==> config.mk <==
export PLATFORM = sky130hd
export DESIGN_NAME = periph_window_decoder
export DESIGN_NICKNAME = d
export VERILOG_FILES = /design/src/rtl/pwd_pkg.sv /design/src/rtl/pwd_cfg_decode.sv /design/src/rtl/pwd_win_match.sv /design/src/rtl/pwd_readback.sv /design/src/rtl/periph_window_decoder.sv
export SDC_FILE = /design/constraint.sdc
export NUM_CORES = 1
export LEC_CHECK = 0
export BUFFER_PORTS_ARGS = -buffer_cell sky130_fd_sc_hd__buf_2
export CORE_UTILIZATION = 25
export CTS_BUF_LIST = sky130_fd_sc_hd__clkbuf_8
export CTS_CLUSTER_SIZE = 10
export DETAILED_ROUTE_END_ITERATION = 12
export GPL_TIMING_DRIVEN = 1
export MAX_ROUTING_LAYER = met4
export SETUP_SLACK_MARGIN = 0.2
export SLEW_MARGIN = 20
export SYNTH_ARGS = -nofsm -noshare
export SYNTH_HDL_FRONTEND = slang
export SYNTH_SLANG_ARGS = --single-unit
==> constraint.sdc <==
create_clock -name clk -period 3.5 [get_ports clk]
set_input_delay 0 -clock clk [delete_from_list [all_inputs] [get_ports clk]]
set_output_delay 0 -clock clk [all_outputs]
set_load 0.01 [all_outputs]
==> src/rtl/pwd_pkg.sv <==
package pwd_pkg;

    // Classification of one bus cycle after decode.
    typedef enum logic [1:0] {
        ACC_IDLE   = 2'd0,
        ACC_CFG_RD = 2'd1,
        ACC_CFG_WR = 2'd2,
        ACC_WINDOW = 2'd3
    } acc_kind_e;

    localparam logic [3:0] FC_CPU_SPACE = 4'b0111;

endpackage

==> src/rtl/pwd_cfg_decode.sv <==
// Detects accesses to the base register and CPU-space cycles.
module pwd_cfg_decode #(
    parameter int              ADDR_W   = 32,
    parameter int              FC_W     = 4,
    parameter logic [ADDR_W-1:0] CFG_ADDR = 32'h0003_FF00,
    parameter logic [FC_W-1:0]   CPU_FC   = 4'b0111
) (
    input  logic              strobe,
    input  logic [FC_W-1:0]   fc,
    input  logic [ADDR_W-1:0] addr,
    output logic              cpu_space,
    output logic              cfg_sel
);

    always_comb begin
        cpu_space = strobe && (fc == CPU_FC);
        cfg_sel   = cpu_space && (addr == CFG_ADDR);
    end

endmodule

==> src/rtl/pwd_win_match.sv <==
// Compares the page bits of an address against the programmed base page.
module pwd_win_match #(
    parameter int ADDR_W   = 32,
    parameter int WIN_BITS = 12,
    localparam int PAGE_W  = ADDR_W - WIN_BITS
) (
    input  logic                en,
    input  logic [ADDR_W-1:0]   addr,
    input  logic [PAGE_W-1:0]   base_page,
    output logic                hit,
    output logic [WIN_BITS-1:0] offset
);

    logic [PAGE_W-1:0] bit_eq;

    // Per-bit equality, reduced afterwards.
    for (genvar gi = 0; gi < PAGE_W; gi++) begin : g_eq
        assign bit_eq[gi] = ~(addr[WIN_BITS+gi] ^ base_page[gi]);
    end

    always_comb begin
        hit    = en && (&bit_eq);
        offset = hit ? addr[WIN_BITS-1:0] : '0;
    end

endmodule

==> src/rtl/pwd_readback.sv <==
// Builds the base register read-back word: page field, zero gap, enable bit.
module pwd_readback #(
    parameter int ADDR_W   = 32,
    parameter int WIN_BITS = 12,
    localparam int PAGE_W  = ADDR_W - WIN_BITS
) (
    input  logic [PAGE_W-1:0] base_page,
    input  logic              enable,
    output logic [ADDR_W-1:0] word
);

    for (genvar gi = 0; gi < ADDR_W; gi++) begin : g_bit
        if (gi >= WIN_BITS) begin : g_page
            assign word[gi] = base_page[gi-WIN_BITS];
        end else if (gi == 0) begin : g_en
            assign word[gi] = enable;
        end else begin : g_gap
            assign word[gi] = 1'b0;
        end
    end

endmodule

==> src/rtl/periph_window_decoder.sv <==
module periph_window_decoder #(
    parameter int                ADDR_W   = 32,
    parameter int                FC_W     = 4,
    parameter int                WIN_BITS = 12,
    parameter logic [ADDR_W-1:0] CFG_ADDR = 32'h0003_FF00,
    parameter logic [FC_W-1:0]   CPU_FC   = pwd_pkg::FC_CPU_SPACE
) (
    input  logic                clk,
    input  logic                rst_n,
    input  logic                bus_strobe,
    input  logic [FC_W-1:0]     bus_fc,
    input  logic                bus_read,
    input  logic [ADDR_W-1:0]   bus_addr,
    input  logic [ADDR_W-1:0]   bus_wdata,
    output logic                win_hit,
    output logic [WIN_BITS-1:0] win_offset,
    output logic                cfg_ack,
    output logic [ADDR_W-1:0]   cfg_rdata
);

    import pwd_pkg::*;

    localparam int PAGE_W = ADDR_W - WIN_BITS;

    typedef struct packed {
        logic [PAGE_W-1:0]   base_page;
        logic                enable;
        logic                hit;
        logic [WIN_BITS-1:0] offset;
        logic                ack;
        logic [ADDR_W-1:0]   rdata;
    } state_t;

    state_t state_d, state_q;

    logic                cpu_space;
    logic                cfg_sel;
    logic                match_hit;
    logic [WIN_BITS-1:0] match_off;
    logic [ADDR_W-1:0]   rb_word;
    acc_kind_e           kind;

    pwd_cfg_decode #(
        .ADDR_W  (ADDR_W),
        .FC_W    (FC_W),
        .CFG_ADDR(CFG_ADDR),
        .CPU_FC  (CPU_FC)
    ) u_cfg (
        .strobe   (bus_strobe),
        .fc       (bus_fc),
        .addr     (bus_addr),
        .cpu_space(cpu_space),
        .cfg_sel  (cfg_sel)
    );

    // Window decode is gated by strobe, enable bit and non-CPU-space cycles.
    pwd_win_match #(
        .ADDR_W  (ADDR_W),
        .WIN_BITS(WIN_BITS)
    ) u_match (
        .en       (bus_strobe && state_q.enable && !cpu_space),
        .addr     (bus_addr),
        .base_page(state_q.base_page),
        .hit      (match_hit),
        .offset   (match_off)
    );

    pwd_readback #(
        .ADDR_W  (ADDR_W),
        .WIN_BITS(WIN_BITS)
    ) u_rb (
        .base_page(state_q.base_page),
        .enable   (state_q.enable),
        .word     (rb_word)
    );

    always_comb begin
        if (cfg_sel)        kind = bus_read ? ACC_CFG_RD : ACC_CFG_WR;
        else if (match_hit) kind = ACC_WINDOW;
        else                kind = ACC_IDLE;
    end

    always_comb begin
        state_d        = state_q;
        state_d.hit    = 1'b0;
        state_d.offset = '0;
        state_d.ack    = 1'b0;
        state_d.rdata  = '0;
        unique case (kind)
            ACC_CFG_RD: begin
                state_d.ack   = 1'b1;
                state_d.rdata = rb_word;
            end
            ACC_CFG_WR: begin
                state_d.ack       = 1'b1;
                state_d.base_page = bus_wdata[ADDR_W-1:WIN_BITS];
                state_d.enable    = bus_wdata[0];
            end
            ACC_WINDOW: begin
                state_d.hit    = 1'b1;
                state_d.offset = match_off;
            end
            default: ;
        endcase
    end

    always_ff @(posedge clk or negedge rst_n) begin
        if (!rst_n) state_q <= '0;
        else        state_q <= state_d;
    end

    assign win_hit    = state_q.hit;
    assign win_offset = state_q.offset;
    assign cfg_ack    = state_q.ack;
    assign cfg_rdata  = state_q.rdata;

    // Observation points for the bound checker.
    logic              enable_now;
    logic [PAGE_W-1:0] page_now;
    assign enable_now = state_q.enable;
    assign page_now   = state_q.base_page;

endmodule

==> results.yml, run 1 <==
setup_path:
  crit_fanout: 12
  reg2reg_from: "page_now[3]"
  rrSetupSlack_ns: 0.71
  cp-end-kind: "register"
  reg2reg_to: "win_offset[10]"
  cp_num_buf_inv: 1
  max_stage_delay_ns: 0.54
  crit_path_cell_trace: "nor2b_1 -> a2111oi_0 -> nand4_1 -> nor3_2 -> a21o_1 -> ha_1 -> inv_1 -> nor4_4 -> and2_1"
  startpoint_type: "register"
  crit_slowest_cell: "nor4_4"
  arrival_ns: 3.03
  rr_worst_depth: 9
  critPathTopFamily: "simple AND/OR/NAND/NOR gates"
  cp.required_ns: 3.75
  critPathKind: "reg2reg"
timing:
  period_share: 0.796
  clock_skew_ns: 0.00785
  hold_viol: 0
  max_freq_ghz: 0.359
  setup_violations: 0
  timing.final.crit_period_ns: 2.79
  rsz0062_at_grt: "false"
  timing.final.max_slew_violations: 0
  tightestPinTransition_ns: 0.739
  final.setup.tns_ns: 0
  hold_slack_ns: 0.126
  worst_slew_margin_rel: 0.507
clocking:
  cts_buffer_depth: 2
  numCtsBuffers: 5
  clock_sinks: 56
  htree_levels: 2
  post_cts_resized: 0
  cts_tree: "done"
  clk_latency_ns: 0.30
  clk_pin_slew_ns: 0.10
  root_buffer: "clkbuf_8"
logic_synthesis:
  syn_area_per_cell_um2: 12.6
  synth_top_family_by_area: "simple AND/OR/NAND/NOR gates"
  synthSimpleGateAreaFrac: 0.176
  yosysUniqueCellTypes: 31
  ys_seq_elements: 56
  synth_fa_ha_area_frac: 0.0156
  synth_seq_area_share: 0.583
  synth-xor-area-share: 0.0474
  synth_compound_area_frac: 0.0339
  synth_area_um2: 2400
  synth_mux_area_frac: 0.0844
  postSynthCellCount: 191
  ys.warnings.count: 0
detailed_routing:
  wl_per_cell_um: 13.5
  drt_iter0_markers: 43
  drc: 0
  routed-via-count: 1833
  first_pass_iters: 4
  antenna_left: 0
  finalWirelength_um: 6130
  viasPerCell: 4.04
run_status:
  status: "finished clean"
global_route:
  busiest_layer: "met2"
  grt_pass1_wl_um: 9340
  grt_max_degree: 57
  grtUsageMet3: 0.0313
  overflow: 0
  grt_antenna_before_repair: 0
  use_met2: 0.221
  gr-usage-all-layers: 0.129
  first_global_vias: 1844
  use_met1: 0.154
min_path:
  min_delay_path_depth: 3
  hold_path_end: "cfg_ack"
  hp-class: "in2reg"
  min_from: "bus_read"
pwr:
  power.share.switching: 0.228
  p_clk_frac: 0.331
  leakage_nw: 1.84
  seqPwrFrac: 0.575
  pwr-share-comb: 0.094
  switchingPower_mw: 0.257
  ir_drop_mv: 0.154
  cellPowerDensity_nw_per_um2: 328
  internal_power_mw: 0.867
floorplanning:
  ios: 118
  core_um2: 9280
  dieArea_um2: 10000
  die_h_um: 100
  die_x_um: 100
  start_util: 0.259
  rows: 35
placement:
  io_buffers: 95
  dpl.cell_count: 411
  dpl_cell_area_um2: 2990
  dp_hpwl_um: 4490
  routabilityCongestion: 0.777
layout:
  nNetsFinal: 398
  instances_no_fill: 454
  num-fill-cells: 961
  area_growth_pct: 42.6
  mostFrequentLayoutCells: "buf_2 (95), dfrtp_1 (56), dlygate4sd3_1 (34)"
  final_common_cell: "buf_2"
  design_area_um2: 3430
  drive_above_1_share: 0.392
  post-route-util: 0.369
run:
  max_cap_viol_count: 0
cell families (layout without fill, tap and decap cells):
kind of cell	Yosys count	in the layout
multiplexers	18	18
buffers and inverters	24	147
other	1	12
XOR/XNOR	13	13
adder cells (fa/ha/maj)	3	3
AO/OA/AOI/OAI	12	12
AND/OR/NAND/NOR	64	64
flip-flops	56	56
final cells by class:
cell class                      count  area [um^2]  share of cell area
Inverter                            7         26.3             0.00767
Tap cell                          129          161              0.0471
Sequential cell                    56         1400               0.409
Antenna cell                        1         2.50            0.000730
Timing Repair Buffer              132          838               0.245
Clock buffer                        6         82.6              0.0241
Multi-Input combinational cell    121          900               0.263
Clock inverter                      2         13.8             0.00402
worst max path at each step:
stage	from	endpoint	slack, ns	depth (start not counted)
floorplan	page_now[1]	page_now[10]	0.87	9
global placement	page_now[3]	win_offset[9]	0.83	9
detailed placement	page_now[3]	win_offset[10]	0.68	9
CTS	page_now[3]	win_offset[10]	0.67	9
global route	page_now[3]	win_offset[2]	0.39	9
finish	page_now[3]	win_offset[10]	0.71	9
cell usage after synthesis:
master / n / area (um^2)
ha_1: 3 / 37.5
a21oi_1: 2 / 10.0
o211ai_1: 1 / 7.51
or4_4: 1 / 11.3
buf_4: 11 / 82.6
nor4b_1: 4 / 35.0
buf_6: 1 / 11.3
dfrtp_1: 56 / 1400
nor3_1: 2 / 10.0
conb_1: 1 / 3.75
clkbuf_1: 5 / 18.8
and2_1: 33 / 206
nand2_1: 4 / 15.0
nor2b_1: 4 / 25.0
nand2b_1: 3 / 18.8
nor3_2: 1 / 10.0
a2111oi_0: 1 / 8.76
o2111ai_1: 1 / 8.76
nor2_1: 1 / 3.75
xor2_1: 6 / 52.6
nand4_1: 6 / 37.5
nor4_4: 1 / 21.3
and4b_1: 1 / 10.0
o21ai_0: 3 / 15.0
mux2_2: 18 / 203
o22ai_1: 1 / 6.26
a222oi_1: 1 / 10.0
xnor2_1: 7 / 61.3
a21o_1: 2 / 15.0
inv_1: 7 / 26.3
nor4_1: 3 / 18.8
per-layer routing:
layer,wire length [um],up-vias,part of all wire
met2,3100,66,0.51
met3,301,6,0.049
met1,2660,876,0.43
met5,0,-,0
met4,68,0,0.011
li1,-,885,-
through the flow:
stage / worst slack [ns] / power (mW)
floorplan: 0.869 / 0.687
global placement: 0.829 / 0.735
detailed placement: 0.682 / 0.737
CTS: 0.669 / 1.15
global route: 0.386 / 1.18
finish: 0.714 / 1.12
tightest hold or removal path, cell delays in order:
cell	delay [ns]
buf_2	0.10
a21o_1	0.15
ha_1	0.14
power by group through the flow:
stage / combinational, mW / sequential, mW / clock, mW
3_3_place_gp: 0.0757 / 0.659 / 0
3_5_place_dp: 0.0774 / 0.659 / 0
2_1_floorplan: 0.0280 / 0.659 / 0
6_report: 0.106 / 0.646 / 0.371
5_1_grt: 0.117 / 0.647 / 0.420
4_1_cts: 0.107 / 0.647 / 0.392
sequential cells by signal, indices dropped and copies added, names as in the netlist:
name,cells
win_offset,12
win_hit,1
page_now,20
enable_now,1
cfg_rdata,21
cfg_ack,1
what timing repair did:
item                                   CTS  global route
setup buffers                            0             0
endpoints found under the hold margin   89             0
hold buffers                            34             0
Note: power is estimated with default switching activity, not from simulation.
==> inputs of run 2 (changes only) <==
==> constraint.sdc (replaced) <==
create_clock -name clk -period 2.7 [get_ports clk]
set_input_delay 0 -clock clk [delete_from_list [all_inputs] [get_ports clk]]
set_output_delay 0 -clock clk [all_outputs]
set_load 0.01 [all_outputs]
==> run 2 against run 1 <==
Compared with the run above: final cell count up 0.88%; design area up 2.2%; power rose by 30%; routed wire length increased by 2.8%; sequential share of layout area shrank 0.86 points; register-to-register slack worse by 0.48 ns; non-clock buffer count rose by 4; clock skew rose by 0.00063 ns; clock power rose by 30%; fmax grew 13%; critical path type unchanged; critical endpoint is now win_offset[9].
==> results.yml, run 2 (synthesis results as in run 1) <==
setup_path:
  crit_fanout: 12
  critPathKind: "reg2reg"
  cp_num_buf_inv: 2
  cp-end-kind: "register"
  crit_slowest_cell: "or4_4"
  arrival_ns: 2.72
  critPathTopFamily: "simple AND/OR/NAND/NOR gates"
  startpoint_type: "register"
  max_stage_delay_ns: 0.47
  crit_path_cell_trace: "xnor2_1 -> nand4_1 -> or4_4 -> nor3_4 -> a21o_1 -> ha_1 -> inv_1 -> nor4_4 -> buf_6 -> and2_1"
  cp.required_ns: 2.95
global_route:
  use_met1: 0.157
  busiest_layer: "met2"
  grtUsageMet3: 0.0251
  grt_antenna_before_repair: 0
  grt_max_degree: 36
  gr-usage-all-layers: 0.131
  use_met2: 0.230
  first_global_vias: 1876
  overflow: 0
  grt_pass1_wl_um: 9450
pwr:
  switchingPower_mw: 0.342
  seqPwrFrac: 0.573
  cellPowerDensity_nw_per_um2: 418
  pwr-share-comb: 0.096
  internal_power_mw: 1.12
  leakage_nw: 1.88
  power.share.switching: 0.234
  p_clk_frac: 0.331
  ir_drop_mv: 0.194
layout:
  largest_register_ffs: 21
  num-fill-cells: 963
  drive_above_1_share: 0.409
  final_common_cell: "buf_2"
  instances_no_fill: 458
  mostFrequentLayoutCells: "buf_2 (95), dfrtp_1 (56), dlygate4sd3_1 (34)"
  nNetsFinal: 402
  design_area_um2: 3500
  area_growth_pct: 45.7
run:
  max_cap_viol_count: 0
timing:
  hold_slack_ns: 0.108
  clock_skew_ns: 0.00847
  final.setup.tns_ns: 0
  setup_violations: 0
  timing.final.crit_period_ns: 2.47
  max_freq_ghz: 0.405
  rsz0062_at_grt: "true"
  hold_viol: 0
  period_share: 0.914
  fin_ws_ns: 0.232
  timing.final.max_slew_violations: 0
floorplanning:
  die_h_um: 100
  die_x_um: 100
  core_um2: 9280
  dieArea_um2: 10000
  rows: 35
  ios: 118
  start_util: 0.259
min_path:
  hp-class: "in2reg"
clocking:
  clk_latency_ns: 0.31
  numCtsBuffers: 5
  root_buffer: "clkbuf_8"
  clk_pin_slew_ns: 0.10
  clock_sinks: 56
  htree_levels: 2
  cts_buffer_depth: 2
  cts_tree: "done"
placement:
  dp_hpwl_um: 4530
  routabilityCongestion: 0.792
  io_buffers: 95
  dpl_cell_area_um2: 3010
  place_ws_ns: 0.0787
  dpl.cell_count: 412
detailed_routing:
  viasPerCell: 3.99
  drc: 0
  finalWirelength_um: 6300
  antenna_left: 0
  drt_iter0_markers: 33
  wl_per_cell_um: 13.7
  first_pass_iters: 4
  routed-via-count: 1828
run_status:
  status: "finished clean"
-- run 2: metrics by stage --
step | total power [mW] | util
2_1_floorplan | 0.891 | -
3_3_place_gp | 0.955 | 0.324
3_5_place_dp | 0.956 | 0.324
4_1_cts | 1.48 | 0.375
5_1_grt | 1.53 | 0.377
6_report | 1.46 | 0.377
-- run 2: worst paths after layout --
path | depth (start not counted) | slack, ns | startpoint | end
setup / recovery | 10 | 0.23 | page_now[5] | win_offset[9]
max in group asynchronous | 3 | 1.67 | rst_n | page_now[1]
min in group asynchronous | 2 | 0.20 | rst_n | cfg_rdata[27]
setup reg to reg | 10 | 0.23 | page_now[5] | win_offset[9]
hold reg to reg | 1 | 0.49 | page_now[0] | cfg_rdata[12]
hold / removal | 3 | 0.11 | bus_read | cfg_ack
-- run 2: repair_timing --
action,in CTS,in global routing
hold buffers,34,0
pin swaps,1,2
hold endpoints to repair,54,0
cloned,0,0
resized for setup,5,3
setup endpoints to repair,50,29
setup buffers,3,0
-- run 2: layer usage --
metal | wire length [um] | share of wire
met1 | 2740 | 0.43
met2 | 3220 | 0.51
met3 | 277 | 0.044
met4 | 59 | 0.0094
met5 | 0 | 0
-- run 2: worst reg2reg max path: cells and delay by family, from the launching register on --
kind / cells / cell delay (ns)
xor gates and xnor gates: 1 / 0.17
buffers and inverters: 2 / 0.24
DFF: 1 / 0.42
AOI/OAI and AO/OA: 1 / 0.15
adders and majority gates: 1 / 0.18
and+or+nand+nor: 5 / 1.24
-- run 2: power groups by stage --
stage | logic, mW | clock network, mW | registers [mW]
finish | 0.140 | 0.484 | 0.838
global route | 0.156 | 0.536 | 0.838
CTS | 0.141 | 0.504 | 0.838
detailed placement | 0.101 | 0 | 0.855
global placement | 0.100 | 0 | 0.855
floorplan | 0.0363 | 0 | 0.855
-- run 2: final cells by class --
cell class	count	area, um^2	share of cell area
inverters	7	26.3	0.00751
clock inverters	2	11.3	0.00322
multi-input cells	121	930	0.266
clock buffers	6	82.6	0.0236
well taps	129	161	0.0461
flip-flops and latches	56	1400	0.400
diodes	1	2.50	0.000715
repair buffers	136	885	0.253
